[config.mk]
export PLATFORM = sky130hd
export DESIGN_NAME = evt_irq_ctrl
export DESIGN_NICKNAME = d
export VERILOG_FILES = /design/src/rtl/evt_irq_pkg.sv /design/src/rtl/evt_sticky_bits.sv /design/src/rtl/evt_port_err.sv /design/src/rtl/evt_summary.sv /design/src/rtl/evt_irq_ctrl.sv
export SDC_FILE = /design/constraint.sdc
export NUM_CORES = 1
export LEC_CHECK = 0
export ABC_AREA = 1
export BUFFER_PORTS_ARGS = -buffer_cell sky130_fd_sc_hd__buf_2
export CAP_MARGIN = 20
export CORE_ASPECT_RATIO = 2
export CORE_MARGIN = 2
export CORE_UTILIZATION = 50
export DETAILED_ROUTE_END_ITERATION = 16
export GPL_TIMING_DRIVEN = 0
export PLACE_DENSITY_LB_ADDON = 0.2
export SYNTH_ARGS = -nofsm -noshare
export SYNTH_HDL_FRONTEND = slang
export SYNTH_SLANG_ARGS = --single-unit
[constraint.sdc]
create_clock -name clk -period 1.4 [get_ports clk]
set_clock_uncertainty 0.15 [all_clocks]
set_input_delay 0.07 -clock clk [delete_from_list [all_inputs] [get_ports clk]]
set_output_delay 0.07 -clock clk [all_outputs]
set_load 0.005 [all_outputs]
[src/rtl/evt_irq_pkg.sv]
package evt_irq_pkg;
   localparam int unsigned DW         = 32;
   // summary word positions
   localparam int unsigned SUM_MC     = 0;
   localparam int unsigned SUM_PW     = 1;
   localparam int unsigned SUM_PORT0  = 8;
   // mode word source positions
   localparam int unsigned MODE_MC    = 4;
   localparam int unsigned MODE_PW    = 0;
   // port status word cause positions
   localparam int unsigned ST_FATAL   = 2;
   localparam int unsigned ST_FAIL    = 25;
   localparam int unsigned ST_DEGR    = 24;
   // port control word positions
   localparam int unsigned CT_ILL     = 20;
   localparam int unsigned CT_RETRY   = 16;
   localparam int unsigned CT_LVL     = 6;
   // word addresses
   localparam int unsigned A_STAT     = 0;
   localparam int unsigned A_CLR      = 1;
   localparam int unsigned A_EN       = 2;
   localparam int unsigned A_MODE     = 3;
   localparam int unsigned A_PORT     = 4;
   localparam int unsigned NCAUSE     = 5;

   typedef struct packed {
      logic retry;
      logic illegal;
      logic degr_thr;
      logic fail_thr;
      logic fatal;
   } port_cause_t;
endpackage

[src/rtl/evt_sticky_bits.sv]
module evt_sticky_bits #(
   parameter int unsigned W = 1
) (
   input  logic         clk,
   input  logic         rst_n,
   input  logic [W-1:0] set_i,
   input  logic [W-1:0] clr_i,
   output logic [W-1:0] q_o
);
   generate
      if (W < 1) begin : g_bad_w
         $error("evt_sticky_bits: W must be at least 1");
      end
   endgenerate

   always_ff @(posedge clk or negedge rst_n) begin
      if (!rst_n) q_o <= '0;
      else        q_o <= (q_o & ~clr_i) | set_i;
   end

   AST_SET_WINS: assert property (@(posedge clk) disable iff (!rst_n)
      (set_i != '0) |=> ((q_o & $past(set_i)) == $past(set_i))) else $error("set lost");
   AST_CLR_TAKES: assert property (@(posedge clk) disable iff (!rst_n)
      ((clr_i & ~set_i) != '0) |=> ((q_o & $past(clr_i & ~set_i)) == '0)) else $error("clear lost");
endmodule

[src/rtl/evt_port_err.sv]
module evt_port_err
   import evt_irq_pkg::*;
(
   input  logic              clk,
   input  logic              rst_n,
   input  port_cause_t       ev_i,
   input  logic [NCAUSE-1:0] clr_cause_i,
   input  logic              clr_lvl_i,
   output port_cause_t       cause_o,
   output logic              lvl_o
);
   logic [NCAUSE-1:0] cause_q;
   logic [0:0]        lvl_q;
   logic              any_cause;

   evt_sticky_bits #(.W(NCAUSE)) u_cause (
      .clk   (clk),
      .rst_n (rst_n),
      .set_i (ev_i),
      .clr_i (clr_cause_i),
      .q_o   (cause_q)
   );

   assign any_cause = |cause_q;

   evt_sticky_bits #(.W(1)) u_lvl (
      .clk   (clk),
      .rst_n (rst_n),
      .set_i (any_cause),
      .clr_i (clr_lvl_i),
      .q_o   (lvl_q)
   );

   assign cause_o = port_cause_t'(cause_q);
   assign lvl_o   = lvl_q[0];

   AST_LVL_TRACKS_CAUSE: assert property (@(posedge clk) disable iff (!rst_n)
      (cause_o != '0) |=> lvl_o) else $error("level flag missed a cause");
   AST_LVL_DROP_CLEAN: assert property (@(posedge clk) disable iff (!rst_n)
      $fell(lvl_o) |-> ($past(cause_o) == '0)) else $error("level flag dropped with cause set");
endmodule

[src/rtl/evt_summary.sv]
module evt_summary #(
   parameter int unsigned   W    = 11,
   parameter logic [W-1:0]  MASK = '1
) (
   input  logic         clk,
   input  logic         rst_n,
   input  logic [W-1:0] lvl_i,
   input  logic [W-1:0] clr_i,
   input  logic         en_wr_i,
   input  logic [W-1:0] en_data_i,
   output logic [W-1:0] sum_o,
   output logic [W-1:0] en_o,
   output logic         irq_o
);
   logic [W-1:0] lvl_d;
   logic [W-1:0] rise;

   always_ff @(posedge clk or negedge rst_n) begin
      if (!rst_n) begin
         lvl_d <= '0;
         en_o  <= '0;
      end else begin
         lvl_d <= lvl_i & MASK;
         if (en_wr_i) en_o <= en_data_i & MASK;
      end
   end

   assign rise = lvl_i & ~lvl_d & MASK;

   evt_sticky_bits #(.W(W)) u_sum (
      .clk   (clk),
      .rst_n (rst_n),
      .set_i (rise),
      .clr_i (clr_i & MASK),
      .q_o   (sum_o)
   );

   assign irq_o = |(sum_o & en_o);

   AST_SUM_NEEDS_LVL: assert property (@(posedge clk) disable iff (!rst_n)
      ((sum_o & ~$past(sum_o) & ~$past(lvl_i)) == '0)) else $error("summary set without source");
   AST_NO_REFIRE: assert property (@(posedge clk) disable iff (!rst_n)
      ((sum_o & ~$past(sum_o) & $past(lvl_i, 2)) == '0)) else $error("summary refired on held level");
   AST_IRQ_NEEDS_SUM: assert property (@(posedge clk) disable iff (!rst_n)
      irq_o |-> (sum_o != '0)) else $error("irq with empty summary");
endmodule

[src/rtl/evt_irq_ctrl.sv]
module evt_irq_ctrl
   import evt_irq_pkg::*;
#(
   parameter int unsigned NUM_PORTS = 3,
   parameter int unsigned ADDR_W    = 4
) (
   input  logic                 clk,
   input  logic                 rst_n,
   input  logic                 bus_wr,
   input  logic [ADDR_W-1:0]    bus_addr,
   input  logic [DW-1:0]        bus_wdata,
   output logic [DW-1:0]        bus_rdata,
   input  logic                 ev_mcast,
   input  logic                 ev_pwrite,
   input  logic [NUM_PORTS-1:0] ev_fatal,
   input  logic [NUM_PORTS-1:0] ev_fail_thr,
   input  logic [NUM_PORTS-1:0] ev_degr_thr,
   input  logic [NUM_PORTS-1:0] ev_illegal,
   input  logic [NUM_PORTS-1:0] ev_retry,
   output logic                 irq
);
   localparam int unsigned SW        = SUM_PORT0 + NUM_PORTS;
   localparam int unsigned LAST_ADDR = A_PORT + 2 * NUM_PORTS - 1;
   localparam logic [SW-1:0] IMPL_MASK =
      SW'(((32'd1 << NUM_PORTS) - 32'd1) << SUM_PORT0) | SW'(32'd3);

   generate
      if (NUM_PORTS < 1 || NUM_PORTS > 3) begin : g_bad_np
         $error("evt_irq_ctrl: NUM_PORTS must be 1 to 3");
      end
      if (LAST_ADDR >= (32'd1 << ADDR_W)) begin : g_bad_aw
         $error("evt_irq_ctrl: ADDR_W too narrow for the register map");
      end
   endgenerate

   logic wr_clr, wr_en, wr_mode;
   logic [1:0]           mode_q;   // [0] multicast, [1] port-write-in
   logic [SW-1:0]        lvl;
   logic [SW-1:0]        sum;
   logic [SW-1:0]        en;
   logic [NUM_PORTS-1:0] port_lvl;
   port_cause_t          cause [NUM_PORTS];
   logic                 unused_wdata;

   assign wr_clr  = bus_wr && (bus_addr == ADDR_W'(A_CLR));
   assign wr_en   = bus_wr && (bus_addr == ADDR_W'(A_EN));
   assign wr_mode = bus_wr && (bus_addr == ADDR_W'(A_MODE));
   assign unused_wdata = ^bus_wdata;

   evt_sticky_bits #(.W(2)) u_mode (
      .clk   (clk),
      .rst_n (rst_n),
      .set_i ({ev_pwrite, ev_mcast}),
      .clr_i ({wr_mode & bus_wdata[MODE_PW], wr_mode & bus_wdata[MODE_MC]}),
      .q_o   (mode_q)
   );

   generate
      for (genvar p = 0; p < NUM_PORTS; p++) begin : g_port
         logic              wr_st, wr_ct;
         port_cause_t       ev;
         logic [NCAUSE-1:0] clr_c;
         assign wr_st = bus_wr && (bus_addr == ADDR_W'(A_PORT + 2 * p));
         assign wr_ct = bus_wr && (bus_addr == ADDR_W'(A_PORT + 2 * p + 1));
         assign ev.fatal    = ev_fatal[p];
         assign ev.fail_thr = ev_fail_thr[p];
         assign ev.degr_thr = ev_degr_thr[p];
         assign ev.illegal  = ev_illegal[p];
         assign ev.retry    = ev_retry[p];
         assign clr_c = {wr_ct & bus_wdata[CT_RETRY], wr_ct & bus_wdata[CT_ILL],
                         wr_st & bus_wdata[ST_DEGR],  wr_st & bus_wdata[ST_FAIL],
                         wr_st & bus_wdata[ST_FATAL]};

         evt_port_err u_err (
            .clk         (clk),
            .rst_n       (rst_n),
            .ev_i        (ev),
            .clr_cause_i (clr_c),
            .clr_lvl_i   (wr_ct & bus_wdata[CT_LVL]),
            .cause_o     (cause[p]),
            .lvl_o       (port_lvl[p])
         );
      end
   endgenerate

   always_comb begin
      lvl = '0;
      lvl[SUM_MC] = mode_q[0];
      lvl[SUM_PW] = mode_q[1];
      for (int p = 0; p < NUM_PORTS; p++) lvl[SUM_PORT0 + p] = port_lvl[p];
   end

   evt_summary #(.W(SW), .MASK(IMPL_MASK)) u_sum (
      .clk       (clk),
      .rst_n     (rst_n),
      .lvl_i     (lvl),
      .clr_i     (wr_clr ? bus_wdata[SW-1:0] : '0),
      .en_wr_i   (wr_en),
      .en_data_i (bus_wdata[SW-1:0]),
      .sum_o     (sum),
      .en_o      (en),
      .irq_o     (irq)
   );

   always_comb begin
      bus_rdata = '0;
      if (bus_addr == ADDR_W'(A_STAT)) bus_rdata = DW'(sum);
      if (bus_addr == ADDR_W'(A_EN))   bus_rdata = DW'(en);
      if (bus_addr == ADDR_W'(A_MODE)) begin
         bus_rdata[MODE_MC] = mode_q[0];
         bus_rdata[MODE_PW] = mode_q[1];
      end
      for (int p = 0; p < NUM_PORTS; p++) begin
         if (bus_addr == ADDR_W'(A_PORT + 2 * p)) begin
            bus_rdata[ST_FATAL] = cause[p].fatal;
            bus_rdata[ST_FAIL]  = cause[p].fail_thr;
            bus_rdata[ST_DEGR]  = cause[p].degr_thr;
         end
         if (bus_addr == ADDR_W'(A_PORT + 2 * p + 1)) begin
            bus_rdata[CT_ILL]   = cause[p].illegal;
            bus_rdata[CT_RETRY] = cause[p].retry;
            bus_rdata[CT_LVL]   = port_lvl[p];
         end
      end
   end

   AST_MODE_FEEDS_SUM: assert property (@(posedge clk) disable iff (!rst_n)
      $rose(mode_q[0]) |=> sum[SUM_MC]) else $error("multicast summary missed");
   AST_EN_IMPL_ONLY: assert property (@(posedge clk) disable iff (!rst_n)
      ((en & ~IMPL_MASK) == '0)) else $error("unimplemented enable bit set");
endmodule

After elaboration in Yosys (flattened, before gate mapping) --
Index checks and enable logic that the tools add are counted.
Operators by class: add/subtract/negate cells 0, multipliers 0, divide/modulo/power cells 0, magnitude comparators 0, equal/unequal tests 9, shift operators 0, mux-type cells 20, bitwise gates (word level) 47, reductions and logical operators 14
Operators by type and width (count):
- $and 11x11->11 | 3
- $mux 32 | 1
- $and 1x1->1 | 23
- $mux 11 | 2
- $not 11->11 | 2
- $eq 4x3->1 const B | 4
- $and 5x5->5 | 3
- $not 5->5 | 3
- $or 5x5->5 | 3
- $reduce_or 5->1 | 3
- $mux 1 | 14
- $or 11x11->11 | 1
- $reduce_or 11->1 | 1
- $logic_and 1x1->1 | 9
- $eq 4x2->1 const B | 2
- $eq 4x4->1 const B | 2
- $mux 2 | 3
- $eq 4x1->1 const B | 1
- $logic_not 4->1 | 1
- $not 1->1 | 3
- $or 1x1->1 | 3
- $and 2x2->2 | 1
- $not 2->2 | 1
- $or 2x2->2 | 1
Storage, ports and cells: register bits 41, bits in latches 0, memory bits (writable) 0, bits in read-only memories 0, bits of input ports 56, output and inout port bits 33, word-level logic and storage cells 100, memories 0

Logic depth before layout (Yosys ltp) --
Gate-level depths: netlist of run 1.
depth in word-level cells 6, depth in mapped cells 6, mapped depth without buffers 6

Hierarchy --
A second synthesis of run 1 with hierarchy kept.
Unflattened totals: cells, all modules 384, area, all modules 2497.4 sq um
By module, submodules not included:
- evt_irq_ctrl | times used 1, cells an instance 163, area an instance 752.0 sq um, sequential area each 0.0 sq um
- evt_sticky_bits at g_port[0].u_err.u_cause ... | times used 3, cells an instance 25, area an instance 200.2 sq um, sequential area each 125.1 sq um
- evt_summary | times used 1, cells an instance 54, area an instance 455.4 sq um, sequential area each 250.2 sq um
- evt_sticky_bits at u_sum.u_sum | times used 1, cells an instance 55, area an instance 440.4 sq um, sequential area each 275.3 sq um
- evt_sticky_bits at g_port[0].u_err.u_lvl ... | times used 3, cells an instance 5, area an instance 40.0 sq um, sequential area each 25.0 sq um
- evt_sticky_bits at u_mode | times used 1, cells an instance 10, area an instance 80.1 sq um, sequential area each 50.0 sq um
- evt_port_err | times used 3, cells an instance 4, area an instance 16.3 sq um, sequential area each 0.0 sq um

Worst setup path after synthesis of run 1 --
No wires, ideal clock.
path kind flip-flop to flip-flop, start point reg u_mode.q_o[0], end point reg u_sum.u_sum.q_o[0], setup time 0.065 ns, arrival 0.691 ns, required time 1.185 ns, setup slack 0.494 ns, stages on the path, launching flop included 4, buffers on the path 0, clock period less this slack 0.906 ns, path through dfrtp_1 -> inv_1 -> or2_2 -> nand2_1
On the way: cells in the longest elaborated chain, start to end 2
RTL lines:
- start, declared | RTL line evt_sticky_bits.sv:8 | output logic [W-1:0] q_o
- start signal, assigned | RTL line evt_sticky_bits.sv:18 | else q_o <= (q_o & ~clr_i) | set_i;
- $and 11x11->11 | RTL line evt_summary.sv:28 | assign rise = lvl_i & ~lvl_d & MASK;
- $or 11x11->11 | RTL line evt_sticky_bits.sv:18
- end signal, assigned | RTL line evt_sticky_bits.sv:18
- end, declared | RTL line evt_sticky_bits.sv:8
No other way between the ends. A chain may end at the register's enable or synchronous reset.

Worst setup path after layout of run 1 --
start point reg u_mode.q_o[0], end point out bus_rdata[4]
On the way: cells in the longest elaborated chain, start to end 1
RTL lines:
- $mux 1 | RTL line evt_irq_ctrl.sv:109 | if (bus_addr == ADDR_W'(A_MODE)) begin
- end, declared | RTL line evt_irq_ctrl.sv:12 | output logic [DW-1:0] bus_rdata,
No other way between the ends.

==> impl_metrics.yaml, run 1 <==
sta:
  relSlewSlack_pct: 48.7
  whs_ps: 11.1
  post-route-period-util_pct: 97.8
  final_max_slew_viol_count: 0
  fin_crit_ps: 1370
  hold_viol: 0
  rsz0062_at_grt: "yes"
  final-setup-viol-count: 0
  final.setup.tns_ps: 0
  timing.fmax_mhz: 730
  tightest_slew_ps: 769
global_route:
  grt_usage_pct: 23.5
  grt_pass1_vias: 1842
  grt-ovfl-total: 0
  grt_pass1_wl_um: 7510
  antenna_found_initial: 0
  grt_max_degree: 36
synth:
  synth_area_leaders: "dfrtp_1, nand2_1, nand3_1"
  yosys.area.top_type_share_pct: 45.1
  netlist_area_um2: 1940
  synthAdderAreaFrac_pct: 0
  synth_top_family_by_area: "simple AND/OR/NAND/NOR gates"
  netlist-cell-type-count: 20
  synth_area_leader_cell: "dfrtp_1"
  synth_area_per_cell_um2: 7.44
  synth_warnings: 0
  yosysSeqAreaShare_pct: 45.1
  ys_ff_latch: 35
  synthCells: 261
  synth_compound_area_share_pct: 1.93
  synth_xor_area_share_pct: 0
  synth_mux_area_share_pct: 0
  yosys.area_share.simple_pct: 37.6
floorplanning:
  die_height_um: 92.1
  die-area_um2: 4430
  io_pins: 89
  start_util_pct: 51.0
  row_count: 32
  die_w_um: 48.1
  core_um2: 3800
setup_path:
  cp_max_fo: 3
  worstSetupPathType: "reg2out"
  end_kind: "output pin"
  cp.required_ps: 1180
  critical_path_arrival_ps: 1150
  cp-start-kind: "flop"
route:
  vias_per_cell: 4.59
  firstDrtPassIters: 4
  wl_per_cell_um: 11.2
  num_vias: 1977
  drt_iter0_drc: 42
  drc: 0
  ant_nets: 0
  wl_um: 4840
placed_design:
  gp_congestion: 0.872
  numPortBuffers: 47
  placed_area_um2: 2310
  hpwlAfterDp_um: 3230
finish:
  filler_cell_count: 310
  final_nets: 435
  fin_util_pct: 75.7
  antenna_cells: 0
  area_growth_syn_to_layout_pct: 48.4
  fin_area_um2: 2880
  drive_above_1_share_pct: 26.8
pwr:
  leakagePower_nw: 1.50
  p_per_area_nw_per_um2: 875
  ir_drop_mv: 0.830
  finalPower_mw: 2.52
clocking:
  clkLatencyLatePin_ps: 280
  cts_sinks: 35
  cts_buffers: 5
  cts_tree: "built"
  root_buffer: "clkbuf_8"
  htreeDepth: 2
  clkTransAtPathRegs_ps: 70
  cts_buffer_depth: 2
outcome:
  status: "finished, final reports clean"
worst_hold_path:
  min_path_type: "in2reg"
job:
  maxCapViolations: 0
==> layer usage <==
layer	GRT usage [%]	vias to the layer above	wire length, um
met1	22.4	896	1710
met4	13.7	0	234
met5	0	-	0
met2	42.3	67	2720
met3	3.15	18	171
li1	-	996	-
==> worst max-delay path: stages (launching register included) <==
cell	delay (ps)
dfrtp_1	370
inv_1	60
nor3_1	260
buf_2	170
==> logic make-up after synthesis <==
group                  count (synthesis)
flip-flops                            35
buffers and inverters                 57
AO/OA/AOI/OAI                          7
AND/OR/NAND/NOR                      161
other                                  1
==> synthesized netlist by cell type <==
cell and n:
nand3_4 1, nand2_2 2, o31ai_1 1, buf_2 1, nor3_1 1, nand4_1 1
o21ai_0 1, inv_1 32, conb_1 1, nand2_1 100, nand3_1 34, dfrtp_1 35
nor2_2 2, nor2_4 6, o21ai_1 5, buf_4 21, nand2_4 1, inv_2 3
or2_2 1, nor2_1 12
==> state kept, by name (all words and copies together), names as in the netlist <==
name and count:
u_sum.lvl_d 5, u_sum.en_o 5, g_port.u_err.u_lvl.q_o 3, u_sum.u_sum.q_o 5, g_port.u_err.u_cause.q_o 15, u_mode.q_o 2
==> timing repair <==
item / 4_1_cts / 5_1_grt
buffers inserted: 0 / 4
hold endpoints to repair: 65 / 0
resized for setup: 0 / 5
endpoints found under the setup margin: 0 / 11
hold buffers: 41 / 0
==> cell type report <==
type                    instances  area [um2]  area share [%]
flip-flops and latches         35         876            30.4
repair buffers                 92         676            23.5
plain buffers                  22         163            5.65
inverters                      35         131            4.56
clock inverters                 2        35.0            1.22
well taps                      51        63.8            2.22
multi-input cells             188         852            29.6
clock buffers                   6        82.6            2.87
==> cell usage in the layout (no fill, tap or decap) <==
cell type / netlist / layout
or2_2: 1 / 1
bufinv_16: 0 / 1
nand3_2: 0 / 1
conb_1: 1 / 20
nor3_1: 1 / 1
nand3_4: 1 / 1
clkinv_2: 0 / 1
nand2_4: 1 / 1
nand2_1: 100 / 99
dfrtp_1: 35 / 35
dlygate4sd3_1: 0 / 41
nand4_1: 1 / 1
o31ai_1: 1 / 1
o21ai_0: 1 / 1
o21ai_1: 5 / 5
nand2_2: 2 / 3
buf_2: 1 / 48
inv_1: 32 / 30
buf_4: 21 / 25
nor2_2: 2 / 3
nor2_4: 6 / 6
nand3_1: 34 / 33
clkbuf_8: 0 / 6
nor2_1: 12 / 11
inv_2: 3 / 5
==> stage by stage <==
step / setup WS (ps) / instances
2_1_floorplan: 494 / 280
5_1_grt: -49.6 / 431
6_report: 30.1 / 431
3_3_place_gp: 265 / 378
3_5_place_dp: 247 / 378
4_1_cts: 63.0 / 427
==> power by group <==
group | internal (mW) | leakage, nW | switching [mW]
Sequential | 1.08 | 0.342 | 0.0595
Clock | 0.576 | 0.0612 | 0.368
Combinational | 0.216 | 1.10 | 0.220
==> path summary, 6_finish.rpt <==
check                      slack, ps                        end          start  cells past startpoint
min reg2reg                      270             u_sum.lvl_d[0]  u_mode.q_o[0]                      0
max in group asynchronous        360  g_port[2].u_err.u_lvl.q_o          rst_n                      2
min in group asynchronous        230         u_sum.u_sum.q_o[1]          rst_n                      2
max reg2reg                       40              u_mode.q_o[0]  u_mode.q_o[0]                      3
min                               10  g_port[1].u_err.u_lvl.q_o         bus_wr                      4
max                               30               bus_rdata[4]  u_mode.q_o[0]                      3
Power figures use the tool's default switching activity.
==> run 2, diff against run 1 <==
- ABC_AREA: 1 -> unset
- SKIP_CTS_REPAIR_TIMING: unset -> 1
==> impl_metrics.yaml, run 2 <==
synth:
  synth_top_family_by_area: "simple AND/OR/NAND/NOR gates"
  synthAdderAreaFrac_pct: 0
  synth_enable_flop_cells: 0
  synth_xor_area_share_pct: 0
  synth_warnings: 0
  netlist_top_cells_count: "dfrtp_1, nand3_1, buf_4, a21o_1, mux2i_1"
  synth_compound_area_share_pct: 13.5
  ys_ff_latch: 35
  yosysMostFrequentCell: "dfrtp_1"
  yosys.area_share.simple_pct: 17.3
  yosysSeqAreaShare_pct: 46.8
  synth_area_per_cell_um2: 10.8
  ys.flop_type: "dfrtp_1"
  netlist_area_um2: 1870
  yosys.area.top_type_share_pct: 46.8
  synth_mux_area_share_pct: 9.96
  synth_area_leader_cell: "dfrtp_1"
  synth_area_leaders: "dfrtp_1, buf_4, a21o_1"
  synthCells: 173
  synthArstFlopShare_pct: 100
  netlist-cell-type-count: 33
pwr:
  p_per_area_nw_per_um2: 941
  leakagePower_nw: 1.27
  ir_drop_mv: 0.959
  finalPower_mw: 2.53
placed_design:
  gp_congestion: 0.799
  numPortBuffers: 46
  placed_area_um2: 2230
  hpwlAfterDp_um: 3320
setup_path:
  end_kind: "output pin"
  crit_chain: "mux2_4, a22oi_2, nor3_1, buf_2"
  cp_max_fo: 3
  cp_slowest_cell: "dfrtp_1"
  critical_path_arrival_ps: 1300
  cp.required_ps: 1180
  max_stage_delay_ps: 410
  cp-start-kind: "flop"
  worstSetupPathType: "reg2out"
route:
  wl_um: 4760
  firstDrtPassIters: 7
  ant_nets: 0
  num_vias: 1662
  wl_per_cell_um: 14.5
  drt_iter0_drc: 29
  vias_per_cell: 5.05
  drc: 0
sta:
  rsz0062_at_grt: "yes"
  whs_ps: -7.77
  final-setup-viol-count: 5
  setup_slack_ps: -117
  hold_viol: 2
  fin_crit_ps: 1520
  final_max_slew_viol_count: 0
  relSlewSlack_pct: 48.8
  post-route-period-util_pct: 108
  tightest_slew_ps: 769
  timing.fmax_mhz: 659
clocking:
  clkLatencyLatePin_ps: 280
  cts_buffers: 5
  cts_sinks: 35
  htreeDepth: 2
  cts_buffer_depth: 2
  root_buffer: "clkbuf_8"
  cts_tree: "built"
  clkTransAtPathRegs_ps: 70
global_route:
  antenna_found_initial: 0
  grt_max_degree: 36
  grt_pass1_vias: 1454
  grt_usage_pct: 21.7
  grt-ovfl-total: 0
  grt_pass1_wl_um: 6670
outcome:
  violations: "negative hold slack, negative setup slack"
  status: "finished, violations left"
finish:
  drive_above_1_share_pct: 36.1
  fin_area_um2: 2690
  area_growth_syn_to_layout_pct: 43.9
  antenna_cells: 0
  final_common_cell: "buf_2"
  fin_util_pct: 74.7
  largest_reg_flops: 15
  largest-register: "g_port.u_err.u_cause.q_o"
  mostFrequentLayoutCells: "buf_2, dfrtp_1, dlygate4sd3_1, buf_4, nand3_1"
  final_nets: 335
floorplanning:
  die_height_um: 90.5
  die_w_um: 47.3
  start_util_pct: 51.9
  row_count: 31
  die-area_um2: 4280
  io_pins: 89
  core_um2: 3610
worst_hold_path:
  min_path_type: "in2reg"
job:
  maxCapViolations: 0
[run 2: cell count changes after synthesis, moves of 3 or more]
cell,change
a211o_1,+3
or4_1,+3
inv_2,-3
inv_1,-27
o21ai_0,+5
nor2_1,-7
nand3_1,-11
mux2i_1,+10
a21o_1,+17
mux2_4,+5
nor2_4,-6
o21ai_1,-5
a22o_1,+5
nand2_1,-92
[run 2: area by class of cell]
cell class	count	area [um2]
fill	274	913
sequential	35	876
multi-input combinational	125	855
timing repair buffer	80	561
buffer	27	210
clock buffer	5	68.8
tap	49	61.3
clock inverter	3	43.8
inverter	5	18.8
[run 2: routing by layer]
| layer | global-route usage (%) | vias up | share of wire [%] |
|---|---|---|---|
| met2 | 37.7 | 53 | 57 |
| li1 | - | 794 | - |
| met3 | 3.80 | 13 | 4.1 |
| met5 | 0 | - | 0 |
| met1 | 22.4 | 802 | 34 |
| met4 | 11.8 | 0 | 4.1 |
[run 2: critical path, delay by kind of cell, from the launching register on]
family          cells  cell delay (ps)
compound gates      1              110
buf+inv             1              130
flops               1              410
mux                 1              280
simple gates        1               70
[run 2: kinds of logic (layout without fill, tap and decap cells)]
kind of cell | Yosys count | count (layout)
multiplexers | 16 | 16
AO/OA/AOI/OAI | 34 | 34
flip-flops | 35 | 35
AND/OR/NAND/NOR | 55 | 55
buffers and inverters | 32 | 120
other | 1 | 20
[run 2: report_power, final]
group,internal (mW),total (mW),leakage [nW],switching (mW)
logic,0.287,0.473,0.872,0.187
registers,1.09,1.16,0.340,0.0728
clock network,0.530,0.902,0.0581,0.372
total,1.90,2.53,1.27,0.631
[run 2: metrics by stage]
stage	worst slack, ps	cells	TNS, ps
2_1_floorplan	1.18	192	0
3_3_place_gp	-87.7	287	-486
3_5_place_dp	-122	287	-599
4_1_cts	-143	295	-481
5_1_grt	-171	329	-536
6_report	-117	329	-281
[run 2: worst paths after layout]
path                                           startpoint                              to  slack, ps  depth (start not counted)
max reg2reg                g_port[0].u_err.u_cause.q_o[0]       g_port[0].u_err.u_lvl.q_o        -40                          2
max                                         u_sum.en_o[0]                    bus_rdata[0]       -120                          4
min in group asynchronous                           rst_n  g_port[2].u_err.u_cause.q_o[0]        240                          2
min                                                bus_wr  g_port[2].u_err.u_cause.q_o[0]         -8                          3
max in group asynchronous                           rst_n  g_port[1].u_err.u_cause.q_o[0]        370                          2
min reg2reg                     g_port[0].u_err.u_lvl.q_o                  u_sum.lvl_d[8]        280                          0
